--- config.mk ---
export PLATFORM = sky130hd
export DESIGN_NAME = rstseq_top
export DESIGN_NICKNAME = d
export VERILOG_FILES = /design/src/rtl/rstseq_pkg.sv /design/src/rtl/rstseq_sync.sv /design/src/rtl/rstseq_status.sv /design/src/rtl/rstseq_engine.sv /design/src/rtl/rstseq_top.sv
export SDC_FILE = /design/constraint.sdc
export NUM_CORES = 1
export LEC_CHECK = 0
export CAP_MARGIN = 10
export CORE_UTILIZATION = 45
export CTS_CLUSTER_SIZE = 8
export DETAILED_ROUTE_END_ITERATION = 12
export HOLD_SLACK_MARGIN = 0.06
export PLACE_DENSITY = 0.68
export SLEW_MARGIN = 5
export SYNTH_ARGS = -nofsm -noshare
export SYNTH_HDL_FRONTEND = slang
export SYNTH_SLANG_ARGS = --single-unit
--- constraint.sdc ---
create_clock -name ref_clk -period 3.05 [get_ports ref_clk]
set_input_delay 0.61 -clock ref_clk [delete_from_list [all_inputs] [get_ports ref_clk]]
set_output_delay 0.61 -clock ref_clk [all_outputs]
set_load 0.01 [all_outputs]
--- src/rtl/rstseq_pkg.sv ---
// Shared types for the reset sequencer.
// Assumes: flag bit order is fixed, since software decodes it.
package rstseq_pkg;

    localparam int FLAG_W = 4;

    // Sequencer phases.
    typedef enum logic [2:0] {
        ST_POR_SETTLE  = 3'd0,
        ST_PIN_HOLD    = 3'd1,
        ST_CPU_HOLD    = 3'd2,
        ST_RUN         = 3'd3,
        ST_WAKE_SETTLE = 3'd4
    } seq_state_t;

    // Reset causes seen in one cycle. Packing order equals the flag bit order.
    typedef struct packed {
        logic lvd;   // bit 3
        logic wdt;   // bit 2
        logic pin;   // bit 1
        logic por;   // bit 0
    } cause_t;

endpackage

--- src/rtl/rstseq_sync.sv ---
// Multi-stage synchronizer for asynchronous level inputs.
// Assumes: each bit is an independent level, so no bus coherency is needed.
module rstseq_sync #(
    parameter int          W       = 1,
    parameter int          STAGES  = 2,
    parameter logic [W-1:0] RST_VAL = '0
) (
    input  logic         clk,
    input  logic         rst_n,
    input  logic [W-1:0] async_i,
    output logic [W-1:0] sync_o
);

    logic [W-1:0] stage_q [STAGES];

    genvar g;
    generate
        for (g = 0; g < STAGES; g++) begin : g_stage
            if (g == 0) begin : g_first
                // First stage captures the raw input.
                always_ff @(negedge clk) begin
                    if (!rst_n) stage_q[g] <= RST_VAL;
                    else        stage_q[g] <= async_i;
                end
            end else begin : g_next
                // Later stages let metastability settle.
                always_ff @(negedge clk) begin
                    if (!rst_n) stage_q[g] <= RST_VAL;
                    else        stage_q[g] <= stage_q[g-1];
                end
            end
        end
    endgenerate

    assign sync_o = stage_q[STAGES-1];

endmodule

--- src/rtl/rstseq_status.sv ---
// Reset cause flag register with clear-on-read.
// Assumes: causes arrive synchronised. A power-on overrides all other
// causes, and a set in the same cycle wins over a read clear.
module rstseq_status
    import rstseq_pkg::*;
(
    input  logic              clk,
    input  logic              rst_n,
    input  cause_t            ev,
    input  logic              rd_en,
    output logic [FLAG_W-1:0] flags
);

    localparam logic [FLAG_W-1:0] POR_ONLY = FLAG_W'(1);

    logic [FLAG_W-1:0] kept;
    logic [FLAG_W-1:0] set_bits;

    // Bits that survive this cycle, taking the read clear into account.
    always_comb begin
        kept     = rd_en ? (flags & POR_ONLY) : flags;
        set_bits = {ev.lvd, ev.wdt, ev.pin, 1'b0};
    end

    // Flag register update.
    always_ff @(negedge clk) begin
        if (!rst_n)      flags <= POR_ONLY;
        else if (ev.por) flags <= POR_ONLY;
        else             flags <= kept | set_bits;
    end

endmodule

--- src/rtl/rstseq_engine.sv ---
// Phase sequencer and shared stabilization counter.
// Assumes: PIN_CYCLES + CPU_DELAY and OSC_CYCLES fit in CNT_W bits.
// The counter runs freely in all phases; the pin and CPU phases share one
// run of it, and its wrap produces the watchdog tick.
module rstseq_engine
    import rstseq_pkg::*;
#(
    parameter int CNT_W      = 13,
    parameter int PIN_CYCLES = 4096,
    parameter int CPU_DELAY  = 64,
    parameter int OSC_CYCLES = 4096
) (
    input  logic       clk,
    input  logic       rst_n,
    input  logic       restart_por,
    input  logic       restart_rst,
    input  logic       wake,
    output seq_state_t state,
    output logic       tick
);

    localparam logic [CNT_W-1:0] CNT_MAX  = {CNT_W{1'b1}};
    localparam logic [CNT_W-1:0] PIN_LAST = CNT_W'(PIN_CYCLES - 1);
    localparam logic [CNT_W-1:0] CPU_LAST = CNT_W'(PIN_CYCLES + CPU_DELAY - 1);
    localparam logic [CNT_W-1:0] OSC_LAST = CNT_W'(OSC_CYCLES - 1);

    logic [CNT_W-1:0] cnt, nxt_cnt;
    seq_state_t       nxt_state;

    // Next phase and count: causes first, then the end of each phase.
    always_comb begin
        nxt_state = state;
        nxt_cnt   = cnt + 1'b1;
        if (restart_por) begin
            nxt_state = ST_POR_SETTLE;
            nxt_cnt   = '0;
        end else if (restart_rst) begin
            nxt_state = ST_PIN_HOLD;
            nxt_cnt   = '0;
        end else begin
            case (state)
                ST_POR_SETTLE: if (cnt == OSC_LAST) begin
                    nxt_state = ST_PIN_HOLD;
                    nxt_cnt   = '0;
                end
                ST_PIN_HOLD:    if (cnt == PIN_LAST) nxt_state = ST_CPU_HOLD;
                ST_CPU_HOLD:    if (cnt == CPU_LAST) nxt_state = ST_RUN;
                ST_RUN: if (wake) begin
                    nxt_state = ST_WAKE_SETTLE;
                    nxt_cnt   = '0;
                end
                ST_WAKE_SETTLE: if (cnt == OSC_LAST) nxt_state = ST_RUN;
                default: begin
                    nxt_state = ST_POR_SETTLE;
                    nxt_cnt   = '0;
                end
            endcase
        end
    end

    // Phase and counter registers.
    always_ff @(negedge clk) begin
        if (!rst_n) begin
            state <= ST_POR_SETTLE;
            cnt   <= '0;
        end else begin
            state <= nxt_state;
            cnt   <= nxt_cnt;
        end
    end

    // Watchdog tick: one pulse per counter wrap.
    always_ff @(negedge clk) begin
        if (!rst_n) tick <= 1'b0;
        else        tick <= (cnt == CNT_MAX);
    end

endmodule

--- src/rtl/rstseq_top.sv ---
// Reset sequencer top: synchronises pad and detector levels, collects the
// causes, runs the phase engine and decodes the pad, CPU and clock controls.
// Assumes: the pad reads low whenever rst_pin_oe is high.
module rstseq_top
    import rstseq_pkg::*;
#(
    parameter int CNT_W      = 13,
    parameter int PIN_CYCLES = 4096,
    parameter int CPU_DELAY  = 64,
    parameter int OSC_CYCLES = 4096,
    parameter int SYNC_STAGES = 2
) (
    input  logic              ref_clk,
    input  logic              rst_n,
    input  logic              por_req,
    input  logic              lvd_in,
    input  logic              wdt_rst,
    input  logic              rst_pin_in,
    input  logic              stop_wake,
    input  logic              rd_en,
    output logic              rst_pin_oe,
    output logic              cpu_rst_n,
    output logic              bus_clk_en,
    output logic              wdt_tick,
    output logic [FLAG_W-1:0] rd_data
);

    logic [1:0] raw_lvl, sync_lvl;
    logic       lvd_s, pin_low_s;
    logic       pin_watch;
    cause_t     ev;
    seq_state_t state;

    // Asynchronous levels: low-voltage detect and pin-low, both active high.
    assign raw_lvl = {lvd_in, ~rst_pin_in};

    rstseq_sync #(.W(2), .STAGES(SYNC_STAGES), .RST_VAL(2'b00)) u_sync (
        .clk     (ref_clk),
        .rst_n   (rst_n),
        .async_i (raw_lvl),
        .sync_o  (sync_lvl)
    );

    assign lvd_s     = sync_lvl[1];
    assign pin_low_s = sync_lvl[0];

    // Pin is only a cause when neither the block nor its release tail owns it.
    assign pin_watch = (state == ST_RUN) || (state == ST_WAKE_SETTLE);

    // Collect this cycle's causes.
    always_comb begin
        ev.por = por_req;
        ev.lvd = lvd_s;
        ev.wdt = wdt_rst;
        ev.pin = pin_low_s & pin_watch;
    end

    rstseq_status u_status (
        .clk   (ref_clk),
        .rst_n (rst_n),
        .ev    (ev),
        .rd_en (rd_en),
        .flags (rd_data)
    );

    rstseq_engine #(
        .CNT_W      (CNT_W),
        .PIN_CYCLES (PIN_CYCLES),
        .CPU_DELAY  (CPU_DELAY),
        .OSC_CYCLES (OSC_CYCLES)
    ) u_engine (
        .clk         (ref_clk),
        .rst_n       (rst_n),
        .restart_por (ev.por),
        .restart_rst (ev.lvd | ev.wdt | ev.pin),
        .wake        (stop_wake),
        .state       (state),
        .tick        (wdt_tick)
    );

    // Output decode from the phase.
    always_comb begin
        rst_pin_oe = (state == ST_POR_SETTLE) || (state == ST_PIN_HOLD);
        cpu_rst_n  = !((state == ST_POR_SETTLE) || (state == ST_PIN_HOLD) ||
                       (state == ST_CPU_HOLD));
        bus_clk_en = !((state == ST_POR_SETTLE) || (state == ST_WAKE_SETTLE));
    end

endmodule

Word-level counts from Yosys, hierarchy flattened. Memories as Yosys holds them, arrays and structs flattened. Index checks and enable logic that the tools add are counted.

Register bits after elaboration: 21. Bits in latches: 0. RAM bits: 4. Bits in read-only memories: 0. Input bits: 8. Output and inout port bits: 8. Logic and storage cells: 59. Memories kept: 1.

Memory list: u_sync.stage_q (depth 2, width 2, rd ports 2, clocked after Yosys merged registers in 0, write ports 2, RTL line rstseq_sync.sv:14) `logic [W-1:0] stage_q [STAGES];`.

Add/subtract/negate cells: 1. Multiply operators: 0. Div/mod/pow operators: 0. Magnitude comparators: 0. Equality and inequality tests: 17. Shift-type cells: 0. Multiplexer cells: 15. Bitwise logic cells: 8. Reduce and logical (&&, ||, !) cells: 12.

Operator list (count): one-hot mux 13 bit (3 select lines) (1); == test 13 bit, second input constant (2); 2-to-1 mux 13 bit (2); 2-to-1 mux 3 bit (5); one-hot mux 3 bit (5 select lines) (1); adder 13 x 1 -> 13 bit, second input constant (1); == test 13 x 12 -> 1 bit, second input constant (1); != test 3 x 1 -> 1 bit, second input constant (4); AND reduction 5 bit (2); != test 2 x 1 -> 1 bit, second input constant (4); == test 3 x 2 -> 1 bit, second input constant (2); OR reduction 3 bit (2); logical OR 1 bit (4); 2-to-1 mux 2 bit (2); 2-to-1 mux 4 bit (1); OR 1 bit (4); OR 4 bit (1); == test 3 x 1 -> 1 bit, second input constant (1); == test 3 bit, second input constant (1); logical NOT 3 bit (1); 2-to-1 mux 1 bit (3); != test 3 x 2 -> 1 bit, second input constant (1); logical NOT 1 bit (2); != test 2 bit, second input constant (1); other kinds (3) (4).

Longest topological paths before layout. Gate-level depths: netlist of the first run.

Word-level depth: 6. Mapped depth: 7. Gate-level depth less buffers: 5.

Hierarchy. From an unflattened synthesis of the first run, not the netlist that was laid out.

Cells, all modules: 125. Area, all modules: 1129.8 um^2.

By module, submodules not included: rstseq_engine (times used 1, cells an instance 91, area each 817.0 um^2, seq. area each 340.3 um^2); rstseq_status (times used 1, cells an instance 16, area each 145.1 um^2, seq. area each 60.1 um^2); rstseq_sync (times used 1, cells an instance 9, area each 108.9 um^2, seq. area each 80.1 um^2); rstseq_top (times used 1, cells an instance 9, area each 58.8 um^2, seq. area each 0.0 um^2).

==> qor_table.md, run 1 <==
| Metric | Reported |
|:---|:---|
| Result of the run | finished, violations left |
| Failing checks | negative setup slack |
| Clock Skew | 15.72 ps |
| Async SR Flop Fraction | 0 |
| Synthesis-to-layout area growth | 34.47% |
| Data arrival time of the worst path | 2550 ps |
| Global route total overflow | 0 |
| Crit path capture | cpu_rst_n |
| Pins over their slew limit | 0 |
| Maximum ir drop on the vdd rail | 0.0003568 V |
| Net count of the finished layout | 178 |
| Cell area after synthesis | 1064 um^2 |
| Antenna diodes | 0 |
| Clock tree from TritonCTS | built |
| Post-synthesis cell type count | 35 |
| Tightest Pin Transition | 511.1 ps |
| Critical path cell sequence | a21o_1 -> buf_2 |
| Fill cell count | 205 |
| Aggregate global-route resource usage | 0.2117 |
| Antenna violations before repair | 0 |
| Worst stage delay on the critical path | 340 ps |
| Ratio of total power to cell area | 435.3 nW/um^2 |
| Vias after detailed routing | 989 |
| Initial standard-cell utilization of the core | 0.4808 |
| Clock buffer count from CTS | 3 |
| Startpoint kind of the worst setup timing path | flip-flop |
| Worst slack on hold paths | 428.7 ps |
| Placeable Area | 2212 um^2 |
| Worst setup path startpoint | u_engine.state[1] |
| Vert. Die Dim | 50.62 um |
| ANT nets after route | 0 |
| Total internal power | 430.6 uW |
| Number of enable-type register cells in the synthesized netlist | 0 |
| Number of design-rule violations left by the first detailed-router iteration | 11 |
| Net Sw Power | 192.0 uW |
| Cell chosen for the clock root | sky130_fd_sc_hd__clkbuf_4 |
| Predominant post-synthesis flop cell | sky130_fd_sc_hd__dfxtp_1 |
| Number of placed instances, taps included | 164 |
| Wire per inst | 11.61 um |
| Max-cap viol count | 0 |
| Origin of the critical flop-to-flop path | u_engine.cnt[0] |
| Capture point of the worst reg-to-reg path | u_engine.state[0] |
| Clock latency at the later pin of the worst-skew pair | 390 ps |
| Instance count of the mapped netlist | 119 |
| Ports | 16 |
| Wire length of the first global-routing pass | 4.029 mm |
| Final setup viols | 3 |
| Total of flip-flops plus latches after synthesis | 24 |
| Sw Share | 0.3084 |
| Final worst slack | -111.1 ps |
| Depth of the CTS H-tree | 1 |
| Clk slew on worst S/H paths | 40 ps |
| Total Routed Length | 2.263 mm |
| Yosys warning total | 0 |
| Net Count, Synth | 128 |
| Overall die area | 2562 um^2 |
| Port bufs | 14 |
| Pre-Repair DR Iteration Count | 4 |
| Leakage power total | 0.0006407 uW |
| Fin. Hold Viols | 0 |
| Synthesized area per cell | 8.937 um^2 |
| Largest fanout of any net on the critical path | 4 |
| Crit. End Element | primary output |
| Fraction of layout instances using a drive strength above 1 | 0.2275 |
| Maximum number of pins on one net before global-route repair | 13 |
| Buffers from clock root to sink, at most | 2 |
| Number of sinks on the clock net | 24 |
| R2r setup slk | 1150 ps |
| Path type of the worst setup path | reg2out |
| CP required | 2440 ps |
| Slew HR | 0.6565 |
| Via count of the first global-routing pass | 1019 |
| Half-perimeter wire length of the detailed placement result | 1.407 mm |
| Path class of the lowest-slack min-delay path | reg2reg |
| Clock share of power | 0.414 |
| Routability congestion estimate from global placement | 0.7772 |
| Total power draw | 622.6 uW |
| Slowest cell on the critical path | sky130_fd_sc_hd__dfxtp_2 |
| Cell Count, Final, Fillers Out | 195 |
| Share of synthesized area occupied by flip-flops and latches | 0.4518 |
| DRC violations left | 0 |
| Power share of the combinational group | 0.068 |
| Logic depth of the worst register-to-register path | 5 |
| Number of standard-cell rows in the floorplan | 17 |
| Unrepaired setup endpoints after global routing | yes |
| Die X | 50.62 um |
| Sequential fraction of design power | 0.518 |
| Vias per Instance | 5.072 |
[layout make-up]
cell class | instances | area (um^2) | share of cell area
flip-flops and latches | 24 | 488.0 | 0.3412
clock buffers | 3 | 22.52 | 0.01575
repair buffers | 26 | 197.7 | 0.1382
multi-input cells | 85 | 578.1 | 0.4042
well taps | 28 | 35.03 | 0.02450
inverters | 5 | 18.77 | 0.01312
clock inverters | 24 | 90.09 | 0.06299
[worst min path at each step]
stage | depth (start not counted) | start | slack [ps] | end
after detailed placement | 1 | u_sync.stage_q[0][1] | 420 | u_sync.stage_q[1][1]
after CTS | 1 | u_sync.stage_q[0][0] | 430 | u_sync.stage_q[1][0]
after global placement | 1 | u_sync.stage_q[0][1] | 410 | u_sync.stage_q[1][1]
final | 1 | u_sync.stage_q[0][1] | 430 | u_sync.stage_q[1][1]
after floorplan | 1 | u_sync.stage_q[0][0] | 410 | u_sync.stage_q[1][0]
after global routing | 1 | u_sync.stage_q[0][1] | 450 | u_sync.stage_q[1][1]
[worst max-delay path, delay by kind of cell (launching register included)]
| kind | cells | cell delay (ps) |
|---|---|---|
| compound gates | 1 | 180 |
| buf+inv | 1 | 130 |
| flops | 1 | 340 |
[power groups by stage]
stage	registers, uW	logic [uW]	clock network [uW]
final	322	42.6	258
after global routing	322	47.0	311
after CTS	322	41.1	271
after detailed placement	328	35.9	50.1
after global placement	327	35.6	50.1
after floorplan	327	16.4	50.1
[cell families (layout without fill, tap and decap cells)]
kind of cell,Yosys count,after routing,share of synthesized area
DFF,24,24,0.4518
other,1,1,0.003526
adders and majority gates,1,1,0.01176
xor gates and xnor gates,11,11,0.09059
and+or+nand+nor,57,57,0.2953
buffers and inverters,11,58,0.04940
AOI/OAI and AO/OA,14,15,0.09765
[synth_stat cells, types with 2 or more instances]
master / instances / area [um^2]
sky130_fd_sc_hd__buf_4: 2 / 15.01
sky130_fd_sc_hd__xor2_1: 4 / 35.03
sky130_fd_sc_hd__inv_1: 6 / 22.52
sky130_fd_sc_hd__nand4b_1: 2 / 17.52
sky130_fd_sc_hd__buf_2: 3 / 15.01
sky130_fd_sc_hd__dfxtp_1: 24 / 480.5
sky130_fd_sc_hd__a21oi_1: 5 / 25.02
sky130_fd_sc_hd__and2_1: 3 / 18.77
sky130_fd_sc_hd__nand4_1: 4 / 25.02
sky130_fd_sc_hd__nor3_1: 4 / 20.02
sky130_fd_sc_hd__nor2b_1: 3 / 18.77
sky130_fd_sc_hd__xnor2_1: 7 / 61.31
sky130_fd_sc_hd__nor2_1: 23 / 86.33
sky130_fd_sc_hd__nand2_1: 5 / 18.77
sky130_fd_sc_hd__a21o_1: 2 / 15.01
sky130_fd_sc_hd__nand3_1: 3 / 15.01
[metrics by stage]
stage | instance area, um^2 | setup TNS, ps | setup WS (ps) | utilization
after floorplan | 1064 | 0 | 17.84 | -
after global placement | 1269 | -7993 | -539.7 | 0.5735
after detailed placement | 1269 | -8634 | -596.0 | 0.5735
after CTS | 1416 | -256.0 | -111.7 | 0.6403
after global routing | 1430 | -420.4 | -182.5 | 0.6465
final | 1430 | -217.4 | -111.1 | 0.6465
[cell usage in the layout (no fill, tap or decap), types with 4 or more instances in the layout]
master / count
sky130_fd_sc_hd__nand2_1: 5
sky130_fd_sc_hd__a21oi_1: 5
sky130_fd_sc_hd__nor2_1: 21
sky130_fd_sc_hd__inv_1: 28
sky130_fd_sc_hd__clkdlybuf4s50_1: 4
sky130_fd_sc_hd__nand4_1: 4
sky130_fd_sc_hd__buf_2: 6
sky130_fd_sc_hd__buf_4: 12
sky130_fd_sc_hd__xor2_1: 4
sky130_fd_sc_hd__nor3_1: 4
sky130_fd_sc_hd__xnor2_1: 7
sky130_fd_sc_hd__dfxtp_1: 20
[layer usage]
| layer | track usage | vias up | wire (um) |
|---|---|---|---|
| met2 | 0.3378 | 13 | 1088 |
| met4 | 0.1481 | 0 | 38 |
| li1 | - | 508 | - |
| met1 | 0.2262 | 463 | 1058 |
| met3 | 0.08485 | 5 | 76 |
| met5 | 0 | - | 0 |
[registers in the layout (all words and copies together) (netlist names)]
name,count
u_engine.state,3
u_engine.tick,1
u_sync.stage_q,4
u_engine.cnt,13
u_status.flags,3
[repair_timing]
action / in CTS / in global routing
setup buffers: 4 / 0
gates cloned: 1 / 0
gates resized for setup: 40 / 8
hold buffers: 0 / 0
pin swaps: 9 / 2
setup endpoints to repair: 21 / 15
hold endpoints to repair: 0 / 0
Note: power is estimated with default switching activity, not from simulation.
==> run 2, diff against run 1 <==
--- a/config.mk
+++ b/config.mk
@@ -6,6 +6,7 @@
 export NUM_CORES = 1
 export LEC_CHECK = 0
 export CAP_MARGIN = 10
+export CORE_MARGIN = 2
 export CORE_UTILIZATION = 45
 export CTS_CLUSTER_SIZE = 8
 export DETAILED_ROUTE_END_ITERATION = 12
==> qor_table.md, run 2 (synthesized netlist as in run 1, its figures left out) <==
| Metric | Reported |
|:---|:---|
| Vert. Die Dim | 52.62 um |
| Half-perimeter wire length of the detailed placement result | 1.576 mm |
| Final setup viols | 3 |
| Clock tree from TritonCTS | built |
| Fin. Hold Viols | 0 |
| Tightest Pin Transition | 496.3 ps |
| Depth of the CTS H-tree | 1 |
| Worst hold endpoint | u_sync.stage_q[1][0] |
| Pins over their slew limit | 0 |
| CTS Hold Buffers Added | 0 |
| Data arrival time of the worst path | 2540 ps |
| Antenna diodes | 0 |
| Logic depth of the worst register-to-register path | 5 |
| Biggest registers after layout | u_engine.cnt: 13 flops, u_sync.stage_q: 4 flops |
| Wire per inst | 12.47 um |
| Slew HR | 0.6664 |
| Most common cell after layout, fill and taps aside | sky130_fd_sc_hd__inv_1 |
| Clock buffer count from CTS | 3 |
| Ratio of total power to cell area | 434.9 nW/um^2 |
| R2r setup slk | 1130 ps |
| Area used by sequential logic in the layout | 486.7 um^2 |
| Maximum number of pins on one net before global-route repair | 13 |
| Overall die area | 2768 um^2 |
| Capture point of the worst reg-to-reg path | u_engine.state[0] |
| Path class of the lowest-slack min-delay path | reg2reg |
| Global route total overflow | 0 |
| Aggregate global-route resource usage | 0.2030 |
| Clk slew on worst S/H paths | 40 ps |
| DRC violations left | 0 |
| Placeable Area | 2233 um^2 |
| Fill cell count | 216 |
| Setup tns final | -205.8 ps |
| Die X | 52.62 um |
| Cell chosen for the clock root | sky130_fd_sc_hd__clkbuf_4 |
| CP required | 2440 ps |
| Hold path start | u_sync.stage_q[0][0] |
| Unrepaired setup endpoints after global routing | yes |
| Number of sinks on the clock net | 24 |
| Commonest non-fill, non-tap cells in the layout | sky130_fd_sc_hd__inv_1 (29), sky130_fd_sc_hd__dfxtp_1 (21), sky130_fd_sc_hd__nor2_1 (18) |
| Leakage power total | 0.0006389 uW |
| Initial standard-cell utilization of the core | 0.4762 |
| Crit. End Element | primary output |
| Net count of the finished layout | 177 |
| Path type of the worst setup path | reg2out |
| Number of instances on the worst hold path | 1 |
| Port bufs | 14 |
| Vias after detailed routing | 1001 |
| Fin util | 0.6387 |
| ANT nets after route | 0 |
| Max-cap viol count | 0 |
| Failing checks | negative setup slack |
| Ports | 16 |
| Wire length of the first global-routing pass | 4.119 mm |
| Final worst slack | -100.0 ps |
| Clock Skew | 13.46 ps |
| Startpoint kind of the worst setup timing path | flip-flop |
| Clock latency at the later pin of the worst-skew pair | 380 ps |
| Number of design-rule violations left by the first detailed-router iteration | 17 |
| Pre-Repair DR Iteration Count | 4 |
| Antenna violations before repair | 0 |
| Maximum ir drop on the vdd rail | 0.0003662 V |
| Total Routed Length | 2.419 mm |
| Register with the most flip-flops | u_engine.cnt |
| Routability congestion estimate from global placement | 0.7800 |
| Fraction of layout instances using a drive strength above 1 | 0.2349 |
| Origin of the critical flop-to-flop path | u_engine.cnt[0] |
| Largest register FFs | 13 |
| Pre-CTS WS | -636.3 ps |
| Area taken by multi-input logic gates | 589.3 um^2 |
| Vias per Instance | 5.160 |
| Number of standard-cell rows in the floorplan | 17 |
| Largest fanout of any net on the critical path | 4 |
| Synthesis-to-layout area growth | 34.12% |
| Via count of the first global-routing pass | 1035 |
| Buffers from clock root to sink, at most | 2 |
| Result of the run | finished, violations left |
==> run 2: worst max-delay path, cell delays in order, from the launching register on <==
cell	delay, ps
sky130_fd_sc_hd__dfxtp_2	340
sky130_fd_sc_hd__a21o_1	170
sky130_fd_sc_hd__buf_2	130
==> run 2: power by group <==
part           switching [uW]  internal, uW  leakage (uW)  total, uW
logic                    18.3          23.3      0.000301       41.5
clock network             170          86.7      0.000142        256
registers                3.13           319      0.000196        322
==> run 2: how the worst max path moves through the flow <==
stage	startpoint	endpoint	slack [ps]
floorplan	rst_n	u_engine.state[1]	20
global placement	rst_n	u_engine.cnt[2]	-550
detailed placement	rst_n	u_engine.cnt[2]	-640
CTS	u_engine.state[0]	cpu_rst_n	-100
global route	u_engine.state[1]	bus_clk_en	-140
finish	u_engine.state[1]	cpu_rst_n	-100
==> run 2: routing by layer <==
layer,part of all wire,track usage
met1,0.46,0.2163
met2,0.47,0.3188
met3,0.045,0.07714
met4,0.029,0.1581
met5,0,0
==> run 2: layout make-up <==
cell class / count / share of cell area
Multi-Input combinational cell: 85 / 0.4132
Clock buffer: 3 / 0.01579
Inverter: 5 / 0.01316
Tap cell: 28 / 0.02456
Timing Repair Buffer: 25 / 0.1289
Sequential cell: 24 / 0.3412
Clock inverter: 24 / 0.06316
==> run 2: per-stage QoR <==
step | cell area [um^2] | hold WS, ps | total power (uW) | instances
2_1_floorplan | 1064 | 411.8 | 393.6 | 119
3_3_place_gp | 1269 | 415.3 | 413.2 | 164
3_5_place_dp | 1269 | 423.5 | 414.4 | 164
4_1_cts | 1410 | 437.9 | 634.2 | 194
5_1_grt | 1426 | 465.2 | 667.8 | 194
6_report | 1426 | 431.8 | 620.3 | 194
==> run 2: what timing repair did <==
action / in CTS / in global routing
cloned: 1 / 0
resized for setup: 44 / 5
setup endpoints to repair: 21 / 17
pin swaps: 6 / 3
hold endpoints to repair: 0 / 0
buffers inserted: 3 / 0
==> run 3, diff against run 2 <==
--- a/config.mk
+++ b/config.mk
@@ -12,6 +12,7 @@
 export DETAILED_ROUTE_END_ITERATION = 12
 export HOLD_SLACK_MARGIN = 0.06
 export PLACE_DENSITY = 0.68
+export SKIP_CTS_REPAIR_TIMING = 1
 export SLEW_MARGIN = 5
 export SYNTH_ARGS = -nofsm -noshare
 export SYNTH_HDL_FRONTEND = slang
==> qor_table.md, run 3 (synthesized netlist as in run 1, its figures left out) <==
| Metric | Reported |
|:---|:---|
| Vias after detailed routing | 1023 |
| Slew HR | 0.6519 |
| Antenna violations before repair | 0 |
| Slowest cell on the critical path | sky130_fd_sc_hd__dfxtp_2 |
| Initial standard-cell utilization of the core | 0.4762 |
| Pre-Repair DR Iteration Count | 4 |
| Antenna diodes | 0 |
| Total internal power | 429.2 uW |
| Routability congestion estimate from global placement | 0.7800 |
| Fraction of layout instances using a drive strength above 1 | 0.2256 |
| Net count of the finished layout | 175 |
| Leakage power total | 0.0007064 uW |
| Wire per inst | 12.96 um |
| Unrepaired setup endpoints after global routing | yes |
| Power share of the combinational group | 0.068 |
| Path class of the lowest-slack min-delay path | reg2reg |
| Commonest non-fill, non-tap cells in the layout | sky130_fd_sc_hd__inv_1 (29), sky130_fd_sc_hd__dfxtp_1 (21), sky130_fd_sc_hd__nor2_1 (15) |
| Largest register FFs | 13 |
| Overall die area | 2768 um^2 |
| Post-layout instance area | 1458 um^2 |
| CP required | 2440 ps |
| Data arrival time of the worst path | 2550 ps |
| Maximum number of pins on one net before global-route repair | 15 |
| Clock share of power | 0.413 |
| Biggest registers after layout | u_engine.cnt: 13 flops, u_sync.stage_q: 4 flops |
| Number of standard-cell rows in the floorplan | 17 |
| Max-cap viol count | 0 |
| Critical path cell sequence | nor2_4 -> inv_1 -> dlymetal6s2s_1 |
| Clock buffer count from CTS | 3 |
| Placeable Area | 2233 um^2 |
| Total Routed Length | 2.489 mm |
| Maximum ir drop on the vdd rail | 0.0003679 V |
| Delay-heaviest family, CP | flip-flops |
| Tightest Pin Transition | 517.8 ps |
| Ratio of total power to cell area | 426.5 nW/um^2 |
| Crit. End Element | primary output |
| Die X | 52.62 um |
| Number of sinks on the clock net | 24 |
| Net Sw Power | 192.4 uW |
| Via count of the first global-routing pass | 983 |
| Vias per Instance | 5.328 |
| Path type of the worst setup path | reg2out |
| Synthesis-to-layout area growth | 37.06% |
| Failing checks | negative setup slack |
| ANT nets after route | 0 |
| Cell chosen for the clock root | sky130_fd_sc_hd__clkbuf_4 |
| Final setup viols | 3 |
| Depth of the CTS H-tree | 1 |
| Startpoint kind of the worst setup timing path | flip-flop |
| Clk slew on worst S/H paths | 40 ps |
| Largest fanout of any net on the critical path | 4 |
| Global route total overflow | 0 |
| DRC violations left | 0 |
| Ports | 16 |
| Vert. Die Dim | 52.62 um |
| Number of design-rule violations left by the first detailed-router iteration | 19 |
| Half-perimeter wire length of the detailed placement result | 1.576 mm |
| Setup tns final | -215.7 ps |
| Worst slack on hold paths | 430.2 ps |
| Critical path buffers and inverters | 2 |
| Worst stage delay on the critical path | 340 ps |
| Clock Skew | 13.31 ps |
| Fin. Hold Viols | 0 |
| Post-placement cell area | 1269 um^2 |
| Pins over their slew limit | 0 |
| Sw Share | 0.3096 |
| Clock latency at the later pin of the worst-skew pair | 380 ps |
| Sequential fraction of design power | 0.519 |
| Port bufs | 14 |
| Most common cell after layout, fill and taps aside | sky130_fd_sc_hd__inv_1 |
| Wire length of the first global-routing pass | 3.864 mm |
| Clock tree from TritonCTS | built |
| Register with the most flip-flops | u_engine.cnt |
| Aggregate global-route resource usage | 0.1910 |
| Pre-CTS WS | -636.3 ps |
| Result of the run | finished, violations left |
| Buffers from clock root to sink, at most | 2 |
| Final worst slack | -113.1 ps |
| Total power draw | 621.7 uW |
[run 3: metal layers]
| metal | track usage | up-vias | part of all wire |
|---|---|---|---|
| li1 | - | 502 | - |
| met1 | 0.2004 | 479 | 0.41 |
| met2 | 0.2979 | 30 | 0.50 |
| met3 | 0.08000 | 12 | 0.054 |
| met4 | 0.1496 | 0 | 0.032 |
| met5 | 0 | - | 0 |
[run 3: power by group through the flow]
stage	clock network (uW)	logic, uW	registers [uW]
final	257	42.1	323
after global routing	301	46.0	322
after CTS	271	36.8	322
after detailed placement	50.1	36.5	328
after global placement	50.1	35.7	327
after floorplan	50.1	16.4	327
[run 3: final timing paths]
path	cells past startpoint	start	to	slack, ps
setup / recovery	3	u_engine.state[1]	bus_clk_en	-110
hold / removal	1	u_sync.stage_q[0][0]	u_sync.stage_q[1][0]	430
setup reg to reg	5	u_engine.cnt[0]	u_engine.state[0]	1070
hold reg to reg	1	u_sync.stage_q[0][0]	u_sync.stage_q[1][0]	430
[run 3: final cells by class]
type / count / area (um^2)
multi-input cells: 85 / 601.8
clock buffers: 3 / 22.52
well taps: 28 / 35.03
repair buffers: 23 / 205.2
fillers: 203 / 775.7
flip-flops and latches: 24 / 484.2
clock inverters: 24 / 90.09
inverters: 5 / 18.77
[run 3: metrics by stage]
stage | std cells | utilization
final | 192 | 0.6527
after global routing | 192 | 0.6527
after CTS | 190 | 0.6168
after detailed placement | 164 | 0.5681
after global placement | 164 | 0.5681
after floorplan | 119 | -
